<file path="src/rtl/eeprom_rx_pkg.sv">
package eeprom_rx_pkg;
  localparam logic [3:0] DEV_CODE = 4'b1010;
  localparam int unsigned CHIP_W = 3;

  typedef enum logic [2:0] {
    ST_IDLE, ST_CTRL, ST_AHI, ST_ALO, ST_WDATA, ST_READ
  } rx_state_e;
endpackage

</file>
<file path="src/rtl/line_sync.sv">
module line_sync #(
  parameter int unsigned W = 2
) (
  input  logic         clk_i,
  input  logic         rst_ni,
  input  logic [W-1:0] in_i,
  output logic [W-1:0] lvl_o,
  output logic [W-1:0] rise_o,
  output logic [W-1:0] fall_o
);
  for (genvar g = 0; g < W; g++) begin : g_line
    logic s1_q, s2_q, s3_q;
    // idle bus is high
    always_ff @(posedge clk_i or negedge rst_ni) begin
      if (!rst_ni) begin
        s1_q <= 1'b1;
        s2_q <= 1'b1;
        s3_q <= 1'b1;
      end else begin
        s1_q <= in_i[g];
        s2_q <= s1_q;
        s3_q <= s2_q;
      end
    end
    assign lvl_o[g]  = s2_q;
    assign rise_o[g] = s2_q & ~s3_q;
    assign fall_o[g] = ~s2_q & s3_q;
  end
endmodule

</file>
<file path="src/rtl/ctrl_fsm.sv">
module ctrl_fsm
  import eeprom_rx_pkg::*;
#(
  parameter int unsigned AW = 13
) (
  input  logic              clk_i,
  input  logic              rst_ni,
  input  logic              scl_rise_i,
  input  logic              scl_fall_i,
  input  logic              start_i,
  input  logic              stop_i,
  input  logic              sda_i,
  input  logic [CHIP_W-1:0] chip_i,
  output logic              sda_oe_o,
  output logic              sel_o,
  output logic              rd_o,
  output logic              load_o,
  output logic [AW-1:0]     load_addr_o
);
  localparam int unsigned HI_W = AW - 8;

  rx_state_e       state_q;
  logic [3:0]      cnt_q;
  logic [7:0]      sh_q;
  logic [HI_W-1:0] hi_q;
  logic            ack_q;
  logic            in_byte;
  logic            match;

  assign in_byte = (state_q == ST_CTRL) || (state_q == ST_AHI) || (state_q == ST_ALO);
  assign match   = (sh_q[7:4] == DEV_CODE) && (sh_q[3:1] == chip_i);

  always_ff @(posedge clk_i or negedge rst_ni) begin
    if (!rst_ni) begin
      state_q     <= ST_IDLE;
      cnt_q       <= '0;
      sh_q        <= '0;
      hi_q        <= '0;
      ack_q       <= 1'b0;
      sda_oe_o    <= 1'b0;
      sel_o       <= 1'b0;
      rd_o        <= 1'b0;
      load_o      <= 1'b0;
      load_addr_o <= '0;
    end else if (start_i || stop_i) begin
      state_q  <= start_i ? ST_CTRL : ST_IDLE;
      cnt_q    <= '0;
      ack_q    <= 1'b0;
      sda_oe_o <= 1'b0;
      sel_o    <= 1'b0;
      rd_o     <= 1'b0;
      load_o   <= 1'b0;
    end else begin
      load_o <= 1'b0;
      if (ack_q) begin
        if (scl_fall_i) begin
          ack_q    <= 1'b0;
          sda_oe_o <= 1'b0;
          cnt_q    <= '0;
        end
      end else if (in_byte) begin
        if (scl_rise_i && cnt_q < 4'd8) begin
          sh_q  <= {sh_q[6:0], sda_i};
          cnt_q <= cnt_q + 4'd1;
        end else if (scl_fall_i && cnt_q == 4'd8) begin
          cnt_q <= '0;
          unique case (state_q)
            ST_CTRL: begin
              if (match) begin
                sel_o    <= 1'b1;
                rd_o     <= sh_q[0];
                ack_q    <= 1'b1;
                sda_oe_o <= 1'b1;
                state_q  <= sh_q[0] ? ST_READ : ST_AHI;
              end else begin
                state_q <= ST_IDLE;
              end
            end
            ST_AHI: begin
              hi_q     <= sh_q[HI_W-1:0];
              ack_q    <= 1'b1;
              sda_oe_o <= 1'b1;
              state_q  <= ST_ALO;
            end
            default: begin
              load_o      <= 1'b1;
              load_addr_o <= {hi_q, sh_q};
              ack_q       <= 1'b1;
              sda_oe_o    <= 1'b1;
              state_q     <= ST_WDATA;
            end
          endcase
        end
      end
    end
  end

  AST_OE_NEEDS_SEL: assert property (@(posedge clk_i) disable iff (!rst_ni)
    sda_oe_o |-> sel_o);
  AST_OE_ONE_CLOCK: assert property (@(posedge clk_i) disable iff (!rst_ni)
    (sda_oe_o && scl_fall_i) |=> !sda_oe_o);
  AST_START_RELEASE: assert property (@(posedge clk_i) disable iff (!rst_ni)
    start_i |=> (!sda_oe_o && state_q == ST_CTRL));
  AST_STOP_IDLE: assert property (@(posedge clk_i) disable iff (!rst_ni)
    stop_i |=> (!sel_o && state_q == ST_IDLE));
  AST_LOAD_PULSE: assert property (@(posedge clk_i) disable iff (!rst_ni)
    load_o |=> !load_o);
  AST_RD_NO_LOAD: assert property (@(posedge clk_i) disable iff (!rst_ni)
    (sel_o && rd_o) |-> !load_o);
endmodule

</file>
<file path="src/rtl/addr_ptr.sv">
module addr_ptr #(
  parameter int unsigned AW = 13
) (
  input  logic          clk_i,
  input  logic          rst_ni,
  input  logic          load_i,
  input  logic [AW-1:0] addr_i,
  input  logic          inc_i,
  output logic [AW-1:0] ptr_o,
  output logic          loaded_o
);
  always_ff @(posedge clk_i or negedge rst_ni) begin
    if (!rst_ni) begin
      ptr_o    <= '0;
      loaded_o <= 1'b0;
    end else begin
      loaded_o <= load_i;
      if (load_i)     ptr_o <= addr_i;
      else if (inc_i) ptr_o <= ptr_o + 1'b1; // wraps inside the device
    end
  end

  AST_PTR_WRAP: assert property (@(posedge clk_i) disable iff (!rst_ni)
    (!load_i && inc_i && ptr_o == '1) |=> (ptr_o == '0));
  AST_LOAD_WINS: assert property (@(posedge clk_i) disable iff (!rst_ni)
    load_i |=> (ptr_o == $past(addr_i)));
endmodule

</file>
<file path="src/rtl/eeprom_addr_rx.sv">
module eeprom_addr_rx
  import eeprom_rx_pkg::*;
#(
  parameter int unsigned AW         = 13,
  parameter bit          USE_STRAPS = 1'b1
) (
  input  logic          clk_i,
  input  logic          rst_ni,
  input  logic          scl_i,
  input  logic          sda_i,
  input  logic [2:0]    strap_i,
  input  logic          ptr_inc_i,
  output logic          sda_oe_o,
  output logic          sel_o,
  output logic          op_rd_o,
  output logic          addr_load_o,
  output logic [AW-1:0] ptr_o
);
  logic [1:0]        lvl, rise, fall;
  logic              start, stop;
  logic [CHIP_W-1:0] chip;
  logic              load;
  logic [AW-1:0]     load_addr;

  line_sync #(.W(2)) u_sync (
    .clk_i  (clk_i),
    .rst_ni (rst_ni),
    .in_i   ({sda_i, scl_i}),
    .lvl_o  (lvl),
    .rise_o (rise),
    .fall_o (fall)
  );

  assign start = fall[1] & lvl[0] & ~rise[0];
  assign stop  = rise[1] & lvl[0] & ~rise[0];

  if (USE_STRAPS) begin : g_strap
    assign chip = strap_i;
  end else begin : g_nostrap
    assign chip = '0;
  end

  ctrl_fsm #(.AW(AW)) u_fsm (
    .clk_i       (clk_i),
    .rst_ni      (rst_ni),
    .scl_rise_i  (rise[0]),
    .scl_fall_i  (fall[0]),
    .start_i     (start),
    .stop_i      (stop),
    .sda_i       (lvl[1]),
    .chip_i      (chip),
    .sda_oe_o    (sda_oe_o),
    .sel_o       (sel_o),
    .rd_o        (op_rd_o),
    .load_o      (load),
    .load_addr_o (load_addr)
  );

  addr_ptr #(.AW(AW)) u_ptr (
    .clk_i    (clk_i),
    .rst_ni   (rst_ni),
    .load_i   (load),
    .addr_i   (load_addr),
    .inc_i    (ptr_inc_i),
    .ptr_o    (ptr_o),
    .loaded_o (addr_load_o)
  );

  AST_NO_START_STOP: assert property (@(posedge clk_i) disable iff (!rst_ni)
    !(start && stop));
endmodule

</file>
<file path="config.mk">
export PLATFORM = sky130hd
export DESIGN_NAME = eeprom_addr_rx
export DESIGN_NICKNAME = d
export VERILOG_FILES = /design/src/rtl/eeprom_rx_pkg.sv /design/src/rtl/line_sync.sv /design/src/rtl/ctrl_fsm.sv /design/src/rtl/addr_ptr.sv /design/src/rtl/eeprom_addr_rx.sv
export SDC_FILE = /design/constraint.sdc
export NUM_CORES = 1
export LEC_CHECK = 0
export ABC_AREA = 0
export BUFFER_PORTS_ARGS = -buffer_cell sky130_fd_sc_hd__buf_4
export CAP_MARGIN = 20
export CORE_MARGIN = 4
export CORE_UTILIZATION = 58
export DETAILED_ROUTE_END_ITERATION = 7
export GPL_TIMING_DRIVEN = 0
export MAX_ROUTING_LAYER = met4
export PLACE_DENSITY = 0.84
export SYNTH_ARGS = -nofsm -noshare
export SYNTH_HDL_FRONTEND = slang
export SYNTH_HIERARCHICAL = 1
export SYNTH_SLANG_ARGS = --single-unit
</file>
<file path="constraint.sdc">
create_clock -name clk_i -period 3.15 [get_ports clk_i]
set_input_delay 0.4725 -clock clk_i [delete_from_list [all_inputs] [get_ports clk_i]]
set_output_delay 0.4725 -clock clk_i [all_outputs]
set_load 0.005 [all_outputs]
</file>
==> reports/metrics.yaml, run 1 <==
cts_resized: 0
clk_path_buf_depth: 2
start_kind: "flip-flop"
yosysWarnings: 6
ys_top_cells_by_area: "dfrtp_1 48%, mux2_2 12%, dfstp_2 5.9%"
synth_area_sq_um: 2690
path_delay_family: "simple AND/OR/NAND/NOR gates"
regToRegStartpoint: "u_sync/g_line[1].s2_q"
ctsHoldBuffers: 0
path_buf_inv: 1
cts_tree: "done"
clock-sinks: 58
start_util: 0.609
drt-initial-drc-count: 135
slowest_stage: "dfstp_2"
die-height_um: 76.1
ir_worst_vdd_mv: 0.404
synth_ff_type: "dfrtp_1"
rsz0062_at_grt: "false"
crit_type: "reg2reg"
ys_types: 42
drive_gt1_frac: 0.353
drv_cap: 0
setup_violations: 0
fin_tns_setup_ns: 0
syn-num-nets: 230
synth_top_area_share: 0.484
gp_congestion: 0.824
finalHoldViolCount: 0
yosysTopAreaCell: "dfrtp_1"
finalCriticalPeriod_ns: 2.47
syn_avg_cell_area_sq_um: 12.3
ys_seq_area_frac: 0.542
cts_max_level: 3
end_kind: "flip-flop"
synth_edf_count: 0
grt.overflow.total: 0
ys_async_sr_fraction: 1.00
wirelength_um: 4690
core-area_sq_um: 4410
wl_per_cell_um: 15.1
syn2layout_area_growth_pct: 14.9
slowest_delay_ns: 0.55
synth-seq-cells: 58
hold_ws_ns: 0.176
dr_total_vias: 1747
die_w_um: 76.1
synth_common_cells: "52 x dfrtp_1, 29 x mux2_2, 24 x nand2_1"
worstPathCellList: "and2b_2, and3b_1, or3_4, nor4_4, buf_6, mux2_2"
skew_ns: 0.00397
arrival_ns: 2.69
hp-class: "in2async"
tightest_slew_ns: 1.05
grt_pass1_wl_um: 8170
worstSetupStartpoint: "u_sync/g_line[1].s2_q"
clock_latency_ns: 0.34
diodes: 0
fin_crit_sh: 0.784
fmaxAchievable_mhz: 405
drc: 0
timing.slew.headroom: 0.293
leakage_nw: 1.40
status: "complete, no violations"
clk_pin_slew_ns: 0.06
grt_pass1_vias: 1735
dp.final_hpwl_um: 3330
die-area_sq_um: 5790
final_net_count: 264
antenna_left: 0
grt_usage: 0.185
cts_made_buffers: 9
cp_data_required_time_ns: 3.37
synth_most_common_cell: "dfrtp_1"
root_buffer: "clkbuf_8"
syn_inst: 219
port_buffers: 23
regToRegSetupSlack_ns: 0.68
dr.pass1.iters: 4
cts_setup_buffers: 0
row_count: 24
slew_violations: 0
vias_per_cell: 5.64
grt_max_degree: 59
powerDensity_nw_per_um2: 680
antenna_found_initial: 0
critPathMaxFanout: 10
io_pins: 25
==> report_power, final <==
group	internal, W	leakage [nW]	switching, W	total, W
Sequential	0.000881	0.739	0.000183	0.00106
Combinational	0.000258	0.572	0.000201	0.000459
Clock	0.000303	0.0872	0.000275	0.000578
==> flip-flops by register name, indices dropped and copies added (netlist names), 3 cells and up <==
register           count
u_fsm/sh_q             8
u_ptr/ptr_o           13
u_fsm/hi_q             5
u_fsm/state_q          3
u_fsm/load_addr_o     13
u_fsm/cnt_q            4
==> layout by cell type (no fill, tap or decap), types with 4 or more instances in the layout <==
cell and instances:
inv_1 8, xor2_1 7, dfrtp_1 52, nand3_1 6, mux2_2 29, xnor2_1 8
nor3_1 4, clkbuf_8 10, clkbuf_1 6, o21ai_0 5, o21ai_1 9, nand2_1 24
nor2_1 7, buf_4 25, and2b_2 4, dfstp_2 6
==> cell type report <==
cell class / instances / area, sq um
Sequential cell: 58 / 1460
Tap cell: 52 / 65.1
Inverter: 8 / 30.0
Fill cell: 329 / 1320
Multi-Input combinational cell: 146 / 1160
Timing Repair Buffer: 23 / 173
Clock buffer: 13 / 149
Clock inverter: 3 / 15.0
Buffer: 7 / 42.5
==> worst paths after layout <==
| path | end | depth (start not counted) |
|---|---|---|
| setup / recovery | u_fsm/load_addr_o[7] | 6 |
| min in group clk_i | u_sync/g_line[1].s1_q | 1 |
| max in group asynchronous | u_fsm/sda_oe_o | 1 |
| hold reg to reg | u_sync/g_line[0].s2_q | 0 |
| hold / removal | u_fsm/cnt_q[2] | 1 |
| setup reg to reg | u_fsm/load_addr_o[7] | 6 |
==> stage by stage <==
step / area, sq um / worst slack [ns] / util / total power, W / cells
floorplan: 2690 / 0.855 / - / 0.00132 / 219
global placement: 2930 / 0.722 / 0.663 / 0.00152 / 294
global route: 3090 / 0.569 / 0.700 / 0.00224 / 310
CTS: 3090 / 0.673 / 0.700 / 0.00212 / 310
finish: 3090 / 0.681 / 0.700 / 0.00210 / 310
detailed placement: 2930 / 0.685 / 0.663 / 0.00154 / 294
==> kinds of logic after synthesis <==
logic type | share of synthesized area
buffers and inverters | 0.0270
flip-flops | 0.542
AO/OA/AOI/OAI | 0.0586
XOR/XNOR | 0.0488
AND/OR/NAND/NOR | 0.177
multiplexers | 0.133
adder cells (fa/ha/maj) | 0.0140
==> routing by layer <==
layer / wire length (um) / up-vias / GRT usage / part of all wire
met5: 0 / - / - / 0
met4: 115 / 0 / 0.0997 / 0.025
met3: 208 / 10 / 0.0603 / 0.044
met2: 2210 / 32 / 0.267 / 0.47
met1: 2150 / 867 / 0.231 / 0.46
li1: - / 838 / - / -
No activity file was read; power rests on OpenSTA's default activity.
==> inputs of run 2 (changes only) <==
- clock period: 3.15 -> 2.3 ns (I/O delays scaled with it)
==> run 2 against run 1 <==
The run now ends with negative setup slack left. Critical endpoint is now u_fsm/sh_q[2]. Worst hold slack lost 0.12 ns. Non-clock buffer count grew 10. Wire length grew 9.2%. Highest routed layer unchanged. Flip-flop and latch count is the same. Combinational power grew 52%. Global-route usage grew 0.29 points. Setup slack lost 0.74 ns. Power grew 41%. Clock skew is essentially flat. Via count grew 2.7%. Die area is the same.
==> reports/metrics.yaml, run 2 (synthesis results as in run 1) <==
status: "complete, but fails checks"
drt-initial-drc-count: 107
violations: "negative setup slack"
multi_input_area_sq_um: 1210
wirelength_um: 5120
fin_crit_sh: 1.03
drc: 0
setup_violations: 22
die_w_um: 76.1
final_common_cell: "dfrtp_1"
regToRegSetupSlack_ns: -0.06
rsz0062_at_grt: "true"
post-place-ws_ns: -0.165
worstSetupStartpoint: "u_sync/g_line[0].s2_q"
timing.slew.headroom: 0.299
start_kind: "flip-flop"
cp_data_required_time_ns: 2.52
end_kind: "flip-flop"
layout_common_cells: "52 x dfrtp_1, 32 x buf_4, 24 x nand2_1, 15 x mux2_4, 14 x mux2_2"
finalCriticalPeriod_ns: 2.36
register_area_sq_um: 1460
root_buffer: "clkbuf_8"
row_count: 24
dr_total_vias: 1795
grt_pass1_vias: 1731
antenna_left: 0
grt_max_degree: 59
skew_ns: 0.00383
worstPathCellList: "and2b_2, and3b_1, or3_4, nand2b_4, nor3_4, clkbuf_16, mux2_4"
ctsHoldBuffers: 0
arrival_ns: 2.58
drive_gt1_frac: 0.377
slowest_stage: "dfstp_2"
vias_per_cell: 5.61
drv_cap: 0
start_util: 0.609
final_net_count: 274
syn2layout_area_growth_pct: 21.1
slowest_delay_ns: 0.55
clk_path_buf_depth: 2
setup_slack_ns: -0.0600
path_delay_family: "simple AND/OR/NAND/NOR gates"
leakage_nw: 1.49
tightest_slew_ns: 1.04
fillers: 300
powerDensity_nw_per_um2: 910
clock_latency_ns: 0.34
gp_congestion: 0.824
finalHoldViolCount: 0
grt_usage: 0.188
ir_worst_vdd_mv: 0.556
die-height_um: 76.1
cts_made_buffers: 9
cts_tree: "done"
reg_top3: "u_fsm/load_addr_o x13, u_ptr/ptr_o x13, u_fsm/sh_q x8"
diodes: 0
slew_violations: 0
port_buffers: 23
clk_pin_slew_ns: 0.06
dp.final_hpwl_um: 3330
cts_max_level: 3
fmaxAchievable_mhz: 424
hp-class: "in2async"
antenna_found_initial: 0
path_buf_inv: 1
critPathMaxFanout: 4
io_pins: 25
clock-sinks: 58
crit_type: "reg2reg"
die-area_sq_um: 5790
grt.overflow.total: 0
fin_tns_setup_ns: -0.609
core-area_sq_um: 4410
regToRegStartpoint: "u_sync/g_line[0].s2_q"
dr.pass1.iters: 4
wl_per_cell_um: 16.0
grt_pass1_wl_um: 8270
[run 2: final timing paths]
kind	endpoint	cells after the start
setup / recovery	u_fsm/sh_q[2]	7
hold / removal	u_fsm/cnt_q[2]	1
setup reg to reg	u_fsm/sh_q[2]	7
hold reg to reg	u_sync/g_line[0].s2_q	0
max in group asynchronous	u_fsm/sda_oe_o	1
min in group clk_i	u_sync/g_line[1].s1_q	1
[run 2: repair_timing]
action	4_1_cts	5_1_grt
endpoints found under the setup margin	22	20
cloned	0	1
hold endpoints to repair	0	0
setup buffers	4	5
gates resized for setup	2	14
pin swaps	2	4
[run 2: metal layers]
metal / vias up / wire length (um) / GRT usage
met5: - / 0 / -
met4: 0 / 123 / 0.0997
met3: 11 / 229 / 0.0603
met2: 36 / 2410 / 0.272
met1: 889 / 2350 / 0.235
li1: 859 / - / -
[run 2: worst register-to-register path: stages, from the launching register on]
cell and delay, ns:
dfstp_2 0.55, and2b_2 0.17, and3b_1 0.20, or3_4 0.42
nand2b_4 0.17, nor3_4 0.23, clkbuf_16 0.21, mux2_4 0.30
[run 2: where the power goes]
part	leakage (nW)	internal (W)	switching, W	total (W)
clock network	0.0872	0.000415	0.000380	0.000795
logic	0.661	0.000409	0.000288	0.000697
registers	0.739	0.00121	0.000264	0.00147
[run 2: layout make-up]
cell class	count	share of cell area
Buffer	7	0.0131
Clock buffer	13	0.0457
Clock inverter	3	0.00461
Inverter	8	0.00922
Multi-Input combinational cell	146	0.373
Sequential cell	58	0.448
Tap cell	52	0.0200
Timing Repair Buffer	33	0.0864
[run 2: per-stage QoR]
| stage | hold WS, ns | area (sq um) | total power (W) | instances | util |
|---|---|---|---|---|---|
| floorplan | 0.0494 | 2690 | 0.00181 | 219 | - |
| global placement | 0.346 | 2930 | 0.00208 | 294 | 0.663 |
| detailed placement | 0.351 | 2930 | 0.00211 | 294 | 0.663 |
| CTS | 0.0774 | 3140 | 0.00293 | 314 | 0.712 |
| global route | 0.0964 | 3260 | 0.00315 | 320 | 0.738 |
| finish | 0.0588 | 3260 | 0.00296 | 320 | 0.738 |
==> inputs of run 3 (changes only) <==
- PLACE_DENSITY: 0.84 -> unset
- PLACE_DENSITY_LB_ADDON: unset -> 0.05
==> run 3 against run 2 <==
The flow still finishes with violations (negative setup slack). Power up 0.52%. Final area decreased by 1.7%. First-iteration DRC count decreased by 9.3%. Combinational power fell by 9.6%. Fmax is 0.38% lower. Worst hold slack better by 0.0084 ns. Global-route usage grew 0.64 points. Clock-buffer cell count rose by 1. Non-clock buffer count decreased by 3. Setup slack worse by 0.0090 ns. Critical endpoint is now u_fsm/load_addr_o[9]. Highest routed layer unchanged.
==> reports/metrics.yaml, run 3 (synthesis results as in run 1) <==
clk_path_buf_depth: 2
cp_data_required_time_ns: 2.51
slowest_delay_ns: 0.54
p_sw_frac: 0.304
tightest_slew_ns: 1.05
diodes: 0
power_frac_comb: 0.212
die-area_sq_um: 5790
clk_pin_slew_ns: 0.06
path_buf_inv: 2
violations: "negative setup slack"
drv_cap: 0
utilization: 0.725
end_kind: "flip-flop"
start_util: 0.609
drt-initial-drc-count: 97
drc: 0
gp_congestion: 0.812
io_pins: 25
wl_per_cell_um: 15.6
power.internal_w: 0.00207
cts_tree: "done"
path_delay_family: "simple AND/OR/NAND/NOR gates"
status: "complete, but fails checks"
root_buffer: "clkbuf_8"
syn2layout_area_growth_pct: 19.0
hp-class: "in2async"
grt_usage: 0.194
row_count: 24
clock-sinks: 58
drive_gt1_frac: 0.381
layout_common_cells: "52 x dfrtp_1, 30 x buf_4, 29 x mux2_2, 24 x nand2_1, 13 x clkbuf_8"
fin_crit_sh: 1.03
wirelength_um: 4960
arrival_ns: 2.58
finalCriticalPeriod_ns: 2.37
grt_max_degree: 59
powerDensity_nw_per_um2: 931
dp.final_hpwl_um: 3290
fmaxAchievable_mhz: 422
finalHoldViolCount: 0
p_sw_w: 0.000905
slew_violations: 0
p_seq_frac: 0.492
cts_made_buffers: 9
register_area_sq_um: 1460
multi_input_area_sq_um: 1160
final_net_count: 271
clock_latency_ns: 0.33
die_w_um: 76.1
die-height_um: 76.1
leakage_nw: 1.46
final_common_cell: "dfrtp_1"
skew_ns: 0.00821
rsz0062_at_grt: "true"
p_clk_frac: 0.296
start_kind: "flip-flop"
reg_top3: "u_fsm/load_addr_o x13, u_ptr/ptr_o x13, u_fsm/sh_q x8"
vias_per_cell: 5.46
critPathMaxFanout: 10
dr_total_vias: 1730
core-area_sq_um: 4410
port_buffers: 23
crit_type: "reg2reg"
final_cells: 317
grt.overflow.total: 0
fillers: 312
slowest_stage: "dfstp_2"
setup_violations: 25
placedCellCount: 294
ctsHoldBuffers: 0
worstPathCellList: "and2b_2, and3b_1, or3_4, buf_12, nor4_4, buf_6, mux2_2"
timing.slew.headroom: 0.293
antenna_left: 0
grt_pass1_wl_um: 8730
ir_worst_vdd_mv: 0.632
dr.pass1.iters: 6
antenna_found_initial: 0
grt_pass1_vias: 1748
setup_slack_ns: -0.0691
cts_max_level: 3
-- run 3: cell count changes in the layout (fill, tap and decap cells not counted), sizes merged --
cell and delta:
buf -2, clkinv -1
-- run 3: final timing paths --
check	depth (start not counted)	start	slack, ns	end
setup / recovery	7	u_sync/g_line[1].s2_q	-0.07	u_fsm/load_addr_o[9]
hold / removal	1	rst_ni	0.07	u_fsm/rd_o
setup reg to reg	7	u_sync/g_line[1].s2_q	-0.07	u_fsm/load_addr_o[9]
hold reg to reg	0	u_sync/g_line[0].s1_q	0.35	u_sync/g_line[0].s2_q
max in group asynchronous	1	rst_ni	1.74	u_ptr/ptr_o[3]
min in group clk_i	1	scl_i	0.13	u_sync/g_line[0].s1_q
-- run 3: what timing repair did --
action / 4_1_cts / 5_1_grt
setup buffers: 5 / 2
resized for setup: 0 / 1
endpoints found under the setup margin: 23 / 13
pin swaps: 3 / 2
-- run 3: power groups by stage --
stage          combinational, W  sequential (W)  clock (W)
2_1_floorplan          0.000380         0.00143          0
3_3_place_gp           0.000607         0.00148          0
3_5_place_dp           0.000620         0.00148          0
4_1_cts                0.000632         0.00147   0.000908
5_1_grt                0.000719         0.00151   0.000973
6_report               0.000630         0.00147   0.000883
-- run 3: per-stage QoR --
stage	cell area [sq um]	hold slack [ns]	setup WS, ns	power, W	setup TNS (ns)
floorplan	2690	0.0494	0.00470	0.00181	0
global placement	2930	0.346	-0.143	0.00209	-2.40
detailed placement	2930	0.347	-0.174	0.00210	-2.80
CTS	3170	0.0960	-0.0464	0.00301	-0.355
global route	3200	0.102	-0.140	0.00320	-2.70
finish	3200	0.0673	-0.0691	0.00298	-0.848
-- run 3: final cells by class --
type | instances | area share
Clock buffer | 14 | 0.0571
Multi-Input combinational cell | 146 | 0.363
Tap cell | 52 | 0.0203
Timing Repair Buffer | 30 | 0.0782
Buffer | 7 | 0.0133
Clock inverter | 2 | 0.00313
Sequential cell | 58 | 0.456
Inverter | 8 | 0.00938
-- run 3: metal layers --
metal	track usage	up-vias	part of all wire
li1	-	851	-
met1	0.277	835	0.50
met2	0.256	40	0.44
met3	0.0674	4	0.043
met4	0.0717	0	0.0091
met5	-	-	0
